===== src/rtl/ratio_clock_divider.sv =====
module ratio_clock_divider #(
  parameter int STAGES      = 3,
  parameter int SYNC_STAGES = 2
) (
  input  logic              clk_in,
  input  logic              mreset,
  input  logic              run,
  output logic [STAGES-1:0] div_out
);

  logic [SYNC_STAGES-1:0] rst_pipe;
  logic                   rst_int;
  logic                   run_q;
  logic [STAGES-1:0]      cnt;

  always_ff @(posedge clk_in or posedge mreset)
    if (mreset) rst_pipe <= '1;
    else        rst_pipe <= rst_pipe << 1;

  assign rst_int = rst_pipe[SYNC_STAGES-1];

  always_ff @(negedge clk_in or posedge mreset)
    if (mreset) run_q <= 1'b0;
    else        run_q <= run;

  always_ff @(posedge clk_in or posedge mreset)
    if (mreset) begin
      cnt     <= '0;
      div_out <= '0;
    end else if (rst_int) begin
      cnt     <= '0;
      div_out <= '0;
    end else if (run_q) begin
      div_out <= ~cnt;
      cnt     <= cnt + 1'b1;
    end

endmodule


===== config.mk =====
export PLATFORM = sky130hd
export DESIGN_NAME = ratio_clock_divider
export DESIGN_NICKNAME = d
export VERILOG_FILES = /design/src/rtl/ratio_clock_divider.sv
export SDC_FILE = /design/constraint.sdc
export NUM_CORES = 1
export LEC_CHECK = 0
export BUFFER_PORTS_ARGS = -buffer_cell sky130_fd_sc_hd__buf_2
export CAP_MARGIN = 15
export CORE_AREA = 2 2 39 41
export DETAILED_ROUTE_END_ITERATION = 8
export DIE_AREA = 0 0 41 43
export SLEW_MARGIN = 20
export SYNTH_ARGS = -nofsm -noshare
export SYNTH_HDL_FRONTEND = slang
export SYNTH_SLANG_ARGS = --single-unit
export TNS_END_PERCENT = 1

===== constraint.sdc =====
create_clock -name clk_in -period 1.06 [get_ports clk_in]
set_clock_uncertainty 0.1 [all_clocks]
set_input_delay 0.106 -clock clk_in [delete_from_list [all_inputs] [get_ports clk_in]]
set_output_delay 0.106 -clock clk_in [all_outputs]
set_load 0.02 [all_outputs]

Word-level counts from Yosys, hierarchy flattened
Cells that the tools add are included.
{"block": "classes", "n_mux": 4, "bitwise": 1, "n_addsub": 1, "reduce_logical": 1}
{"operator": "$mux 3", "n": 4}
{"operator": "$add 3x1->3 const B", "n": 1}
{"operator": "$not 3->3", "n": 1}
{"operator": "$reduce_bool 2->1", "n": 1}
{"block": "word_totals", "register_bits": 9, "in_bits": 3, "out_inout_bits": 3}

Logic depth before layout (Yosys ltp)
Gate-level depths: netlist of the first run.
{"block": "depth", "depth_word": 3, "ltp_mapped": 3}

==> run summary, run 1 <==
The flow ran to the end, but the final reports show violations. The checks that failed: negative setup slack. The detailed-routing iteration count for the pre-antenna-repair pass is 4, and the area growth from synthesis to final layout is 23.6%.

Power density over the cells: 1610 nW/um^2. The count of routing violations after the opening detailed-route iteration is 1, and the design area is 407 sq um. The startpoint of the most critical register-to-register path was run_q$_DFF_NP0_. sky130_fd_sc_hd__dfrtp_1 is the most common cell in the netlist. The congestion estimate from routability-driven global placement came to 0.686. Dividing the detail-routed via count by the number of cells gives 3.77.

Distinct cell type count of the synthesized netlist: 16. The floorplan has 14 rows. The number of register bits inferred by synthesis is 8. The detail route stage leaves a number of antenna-violating nets equal to 0. Timing endpoint of the critical path: cnt[1]$_DFFE_PP0P_.

By count the netlist is led by 5 x sky130_fd_sc_hd__dfrtp_1, 4 x sky130_fd_sc_hd__nand2b_1, 2 x sky130_fd_sc_hd__a21oi_1, 2 x sky130_fd_sc_hd__dfstp_2, 2 x sky130_fd_sc_hd__nor2_1. For this block, the via count after detailed routing is 196. The tools report the capture instance of the worst register-to-register path as cnt[1]$_DFFE_PP0P_. The tools report the startpoint type of the worst setup path as a flop. The repair_antennas step left the layout with diodes totalling 0. STA classifies the critical path endpoint as a flop. Counting every net in the synthesized netlist gives 30. The run gives 621 um as the wire length of the first global-routing pass. Setup violations remaining at the end of the flow were counted as 5. Entering global routing, the biggest net connects 9 pins. Number of antenna violations at the first check in global routing: 0.

Wires add up to 394 um. By area the synthesized netlist is led by sky130_fd_sc_hd__dfrtp_1 38%, sky130_fd_sc_hd__dfstp_2 16%, sky130_fd_sc_hd__dfrtn_1 7.6%, sky130_fd_sc_hd__nand2b_1 7.6%, sky130_fd_sc_hd__ha_1 3.8%. For the post-placement worst setup slack, the log shows -0.483 ns.

For the number of global-route vias before repair, the log shows 146. The logs give 155 for the final-layout fill cell count and -0.491 ns for the post-layout worst setup margin. After detailed routing, the average wire length per cell comes to 7.58 um. The share of final-layout standard cells stronger than drive strength 1 was 0.361; the remaining routing DRC violations was 0. The netlist area before placement is 329 sq um. After routing, the total negative slack on setup checks comes to -2.15 ns. The die covers 1760 sq um. The worst setup path is of the reg -> reg kind.

The async set or reset register ratio after synthesis came out at 1.00. The net count reported at finish is 41. The logs give 6 for the number of placed I/O pins and 0 for the warning count from the yosys run. Measured in cells, the most critical reg-to-reg path has a length of 2. The number of clock sinks was 8. In this run the static leakage power is 0.198 nW. The maximum fanout count along the critical path was 8; the floorplan die height was 43 um. The run gives 0 as the count of pins over their slew limit. Clock latency on the worst-skew pair, taken at its later pin, is 0.25 ns. The overall global routing resource usage came out at 0.0618. In this run the clock root is driven by a sky130_fd_sc_hd__clkbuf_4. The worst hold path belongs to the class reg -> reg. Number of instances resized during post-cts repair: 0. Setup repair after global routing could not meet its margin everywhere. At the worst endpoint, the arrival time is 1.58 ns.

The worst setup path startpoint is run_q$_DFF_NP0_. The worst vdd rail ir drop came out at 0.681 mV. The most common flop cell mapped by yosys is sky130_fd_sc_hd__dfrtp_1.

Across the run, the number of max-cap violations was 0. The H-tree level count was 1; the final count of hold timing violations was 0. The run gives 0.238 as the effective utilization at floorplan.

The final global-route overflow total is 0. After clock tree synthesis, the clock-pin slew on the worst setup and hold paths is 0.05 ns. sky130_fd_sc_hd__dfrtp_1 takes more of the synthesized area than any other cell. After technology mapping, the gate count stands at 26. The final HPWL from detailed placement was 324 um; the total power after layout was 0.654 mW.

In this run the deepest clock path goes through 2 buffers. The die width was 41 um. The slack of the worst reg-to-reg path came out at -0.49 ns. After detailed placement, the total cell area comes to 370 sq um.

Input and output buffers added on the ports amount to 5. Dividing the synthesized area by the synthesized cell count gives 12.7 sq um. Yosys mapped a number of flops with a built-in enable equal to 0. The fraction of post-synthesis cell area in the top cell type by area is 0.380.

The logs give 0.616 for the fraction of the yosys area taken by sequential cells and 1.09 ns for the data required time of the worst path. The run gives 1380 sq um as the placeable core region. TritonCTS built the clock tree.

The number of buffers created by CTS was 3.
worst min-delay path by stage:
stage | start | to | slack, ns | depth (start not counted)
floorplan | mreset | cnt[1]$_DFFE_PP0P_ | -0.18 | 1
global placement | mreset | cnt[1]$_DFFE_PP0P_ | 0.009 | 3
detailed placement | mreset | cnt[1]$_DFFE_PP0P_ | 0.005 | 3
CTS | rst_pipe[0]$_DFF_PP1_ | rst_pipe[1]$_DFF_PP1_ | 0.26 | 0
global route | rst_pipe[0]$_DFF_PP1_ | rst_pipe[1]$_DFF_PP1_ | 0.26 | 0
finish | rst_pipe[0]$_DFF_PP1_ | rst_pipe[1]$_DFF_PP1_ | 0.26 | 0
through the flow:
step,util,cells,hold WS [ns]
after floorplan,-,26,-0.180
after global placement,0.268,47,0.00933
after detailed placement,0.268,47,0.00541
after CTS,0.294,52,0.256
after global routing,0.294,52,0.257
final,0.294,52,0.255
layout make-up:
class,instances,area [sq um],share of cell area
flip-flops and latches,8,203,0.498
multi-input cells,15,104,0.255
inverters,1,3.75,0.00923
clock buffers,4,26.3,0.0646
repair buffers,8,50.0,0.123
well taps,16,20.0,0.0492
timing repair:
action                     in CTS  in global routing
hold buffers                    1                  0
setup buffers                   0                  0
pin swaps                       2                  2
setup endpoints to repair       5                  6
hold endpoints to repair        8                  0
power by group:
part           internal (mW)  switching, mW  total [mW]  leakage [nW]
registers              0.329         0.0162       0.345        0.0986
logic                 0.0354         0.0338      0.0692        0.0846
clock network          0.144         0.0969       0.240        0.0150
total                  0.508          0.147       0.654         0.198
metal layers:
layer  GRT usage  wire [um]  vias up
li1            -          -      101
met1      0.0695        181       87
met2      0.0594        169        8
met3      0.0785         43        0
met4      0.0400          0        0
met5           0          0        -
state kept, by name (all words and copies together) (netlist names):
register and flops:
cnt 2, div_out 3, rst_pipe 2, run_q 1
worst max-delay path: stages (launching register included):
cell and delay [ns]:
sky130_fd_sc_hd__dfrtn_1 0.53, sky130_fd_sc_hd__mux2i_1 0.21, sky130_fd_sc_hd__nor2_1 0.06
placed cells by master, fill, tap and decap left out:
cell	n
sky130_fd_sc_hd__buf_2	5
sky130_fd_sc_hd__dfrtn_1	1
sky130_fd_sc_hd__nor2_1	2
sky130_fd_sc_hd__nand3b_1	1
sky130_fd_sc_hd__a21oi_2	1
sky130_fd_sc_hd__xnor2_1	1
sky130_fd_sc_hd__nand2b_1	4
sky130_fd_sc_hd__mux2i_1	1
sky130_fd_sc_hd__inv_1	1
sky130_fd_sc_hd__dlygate4sd3_1	1
sky130_fd_sc_hd__clkbuf_4	3
sky130_fd_sc_hd__a21bo_1	1
sky130_fd_sc_hd__ha_1	1
sky130_fd_sc_hd__buf_4	2
sky130_fd_sc_hd__clkbuf_1	1
sky130_fd_sc_hd__dfrtp_1	5
sky130_fd_sc_hd__a21oi_1	2
sky130_fd_sc_hd__dfstp_2	2
sky130_fd_sc_hd__conb_1	1
cell families (layout without fill, tap and decap cells):
logic type | after synthesis | count (layout) | synth area share
XOR/XNOR | 1 | 1 | 0.0266
adder cells (fa/ha/maj) | 1 | 1 | 0.0380
AND/OR/NAND/NOR | 7 | 7 | 0.122
flip-flops | 8 | 8 | 0.616
other | 1 | 1 | 0.0114
AO/OA/AOI/OAI | 4 | 4 | 0.0875
buffers and inverters | 3 | 13 | 0.0684
multiplexers | 1 | 1 | 0.0304
(Power assumes the default switching activity.)
==> inputs of run 2 (changes only) <==
--- a/config.mk
+++ b/config.mk
@@ -10,6 +10,7 @@
 export CORE_AREA = 2 2 39 41
 export DETAILED_ROUTE_END_ITERATION = 8
 export DIE_AREA = 0 0 41 43
+export GPL_TIMING_DRIVEN = 0
 export SLEW_MARGIN = 20
 export SYNTH_ARGS = -nofsm -noshare
 export SYNTH_HDL_FRONTEND = slang
==> constraint.sdc (replaced) <==
create_clock -name clk_in -period 1.55 [get_ports clk_in]
set_clock_uncertainty 0.1 [all_clocks]
set_input_delay 0.155 -clock clk_in [delete_from_list [all_inputs] [get_ports clk_in]]
set_output_delay 0.155 -clock clk_in [all_outputs]
set_load 0.02 [all_outputs]
==> run 2 against run 1 <==
  * Total power down 31%
  * Clock power down 31%
  * Largest cell class unchanged
  * Sequential share of layout area down 0.46 points
  * Critical endpoint unchanged
  * Largest power group unchanged
  * Critical path type unchanged
  * Cell count unchanged
  * Register-to-register slack better by 0.30 ns
  * Via count down 1.5%
  * Critical path depth up 1
  * The flow still finishes with violations (negative setup slack)
  * Die area unchanged
==> run summary, run 2 (synthesis results as in run 1) <==
The detailed-routing iteration count for the pre-antenna-repair pass came out at 4 (unchanged). For the buffers inserted during post-CTS setup optimization, the log shows 0 (unchanged). The power density over the cells is 1100 nW/um^2 (was 1610 nW/um^2). The overall global routing resource usage was 0.0679 (was 0.0618).

The tools report the switching component of the power as 0.102 mW (was 0.147 mW). The data required time of the worst path is 1.58 ns (was 1.09 ns), and the worst vdd rail ir drop is 0.418 mV (was 0.681 mV). The combined area of the multi-input logic cells came out at 104 sq um (unchanged). The part of the total power dissipated in combinational logic came out at 0.114 (was 0.106). Final setup violation count: 5 (unchanged). The flow ran to the end, but the final reports show violations.

The logs give 0.519 (was 0.527) for the fraction of power consumed by sequential logic and 0.348 mW (was 0.508 mW) for the internal power of the cells. The tools report the number of antenna violations at the first check in global routing as 0 (unchanged). Violations in the final reports: negative setup slack (unchanged). The cell row count is 14 (unchanged). For the final core utilization, the log shows 0.297 (was 0.294). For the placed instance area, the log shows 374 sq um (was 370 sq um). Most frequent cells in the layout: 5 x sky130_fd_sc_hd__dfrtp_1, 5 x sky130_fd_sc_hd__buf_2, 4 x sky130_fd_sc_hd__nand2b_1 (unchanged). The net count reported at finish came out at 41 (unchanged). The fraction of power spent switching nets is 0.227 (was 0.225). The share of final-layout standard cells stronger than drive strength 1 was 0.361 (unchanged); the number of instances resized during post-cts repair was 0 (unchanged). The endpoint arrival time on the critical path is 1.78 ns (was 1.58 ns), and the effective utilization at floorplan is 0.238 (unchanged). The logs give 176 (was 146) for the number of global-route vias before repair and 140 (was 155) for the final-layout fill cell count. Final non-filler cell total: 52 (unchanged). The power share of the clock group was 0.367 (about the same). TritonCTS built the clock tree. The overall die area was 1760 sq um (unchanged).

Class of the most critical hold timing path: reg -> reg (unchanged). Number of cell instances on the worst register-to-register path: 3 (was 2). The number of flip-flops under the largest register name came out at 3 (unchanged).

The placeable core region was 1380 sq um (unchanged); the depth of the worst hold-timing path was 0 (unchanged). The total vias in the final route is 193 (was 196), and the number of placed I/O pins is 6 (unchanged). Design area: 410 sq um (was 407 sq um).

The register area is 203 sq um (unchanged), and the routed via count divided by cell count is 3.71 (was 3.77). The maximum fanout count along the critical path was 8 (unchanged); the post-layout worst setup margin was -0.196 ns (was -0.491 ns). The worst setup path category was reg -> reg (unchanged). The run gives 2 (unchanged) as the maximum buffer depth of the clock tree. The instance count after placement with tap cells included was 47 (unchanged); the port buffer count was 5 (unchanged). The tools report the element type at the critical path end as a flop (unchanged). The run gives 3 (unchanged) as the number of buffers created by CTS. The floorplan die height works out to 43 um (unchanged). The final global-route overflow total came out at 0 (unchanged).

The startpoint type of the worst setup path is a flop (unchanged). The clock transition at the register clock pins on the worst setup and hold paths after CTS came out at 0.05 ns (about the same). The routed wire length is 429 um (was 394 um), and the residual antenna-violating net count after detailed routing is 0 (unchanged). The remaining routing DRC violations was 0 (unchanged); the H-tree level count was 1 (unchanged). The run gives 0 (unchanged) as the count of pins over their slew limit. The tools report the timing endpoint of the critical path as cnt[1]$_DFFE_PP0P_ (unchanged). The final count of hold timing violations was 0 (unchanged).

The tools report the capture instance of the worst register-to-register path as cnt[1]$_DFFE_PP0P_ (unchanged). The die width came out at 41 um (unchanged). For the largest net degree at the start of global routing, the log shows 9 (unchanged). The area growth from synthesis to final layout came out at 24.7% (was 23.6%). The total inserted antenna cells was 0 (unchanged). The tools report the worst setup path startpoint as run_q$_DFF_NP0_ (unchanged). Post-detailed-route wirelength per cell: 8.25 um (was 7.58 um). Largest register by flop count: div_out (unchanged).

The buffer type at the clock tree root is sky130_fd_sc_hd__clkbuf_4 (unchanged). Largest regs: div_out: 3 flops, cnt: 2 flops, rst_pipe: 2 flops (unchanged). The wire length of the first global-routing pass came out at 710 um (was 621 um). The final weighted congestion of routability-driven global placement came out at 0.655 (was 0.686).

The worst-skew pair later-pin latency came out at 0.25 ns (about the same). The tools report the reported leakage power as 0.200 nW (was 0.198 nW). The launch point of the worst hold path was rst_pipe[0]$_DFF_PP1_ (unchanged). Setup repair after global routing could not meet its margin everywhere. The count of routing violations after the opening detailed-route iteration is 7 (was 1).

The startpoint of the most critical register-to-register path was run_q$_DFF_NP0_ (unchanged). The run gives 8 (unchanged) as the number of clock sinks. The logs give -0.20 ns (was -0.49 ns) for the slack of the worst reg-to-reg path and 0 (unchanged) for the max-capacitance violation count. For the setup total negative slack, the log shows -0.693 ns (was -2.15 ns).
-- run 2: worst min-delay path by stage --
| stage | to | slack (ns) |
|---|---|---|
| after floorplan | cnt[1]$_DFFE_PP0P_ | -0.13 |
| after global placement | cnt[1]$_DFFE_PP0P_ | 0.009 |
| after detailed placement | cnt[1]$_DFFE_PP0P_ | 0.02 |
| after CTS | rst_pipe[1]$_DFF_PP1_ | 0.26 |
| after global routing | rst_pipe[1]$_DFF_PP1_ | 0.26 |
| final | rst_pipe[1]$_DFF_PP1_ | 0.25 |
-- run 2: final cells by class --
| class | instances | area share |
|---|---|---|
| Multi-Input combinational cell | 15 | 0.253 |
| Sequential cell | 8 | 0.494 |
| Timing Repair Buffer | 6 | 0.0854 |
| Buffer | 2 | 0.0457 |
| Inverter | 1 | 0.00915 |
| Clock buffer | 4 | 0.0640 |
| Tap cell | 16 | 0.0488 |
-- run 2: worst max-delay path, cell delays in order, from the launching register on --
cell,delay (ns)
sky130_fd_sc_hd__dfrtn_1,0.39
sky130_fd_sc_hd__buf_6,0.12
sky130_fd_sc_hd__mux2i_1,0.17
sky130_fd_sc_hd__nor2_1,0.06
-- run 2: layer usage --
metal,global-route usage,vias up,wire length [um]
li1,-,101,-
met1,0.0795,82,215
met2,0.0688,8,167
met3,0.0785,2,41
met4,0.0400,0,5
met5,0,-,0
-- run 2: power by group through the flow --
stage	clock network, mW	registers, mW	logic (mW)
after floorplan	0	0.240	0.0330
after global placement	0	0.237	0.0491
final	0.165	0.234	0.0513
after global routing	0.184	0.235	0.0586
after detailed placement	0	0.237	0.0502
after CTS	0.177	0.234	0.0523
-- run 2: what timing repair did --
action,4_1_cts,5_1_grt
pin swaps,4,1
hold buffers,1,0
setup endpoints to repair,5,5
endpoints found under the hold margin,5,0
-- run 2: metrics by stage --
step / setup slack, ns / hold WS [ns] / power, mW
after detailed placement: -0.179 / 0.0175 / 0.287
after CTS: -0.194 / 0.256 / 0.463
after global routing: -0.249 / 0.262 / 0.478
final: -0.196 / 0.254 / 0.450
after global placement: -0.177 / 0.00865 / 0.286
after floorplan: -0.149 / -0.131 / 0.273
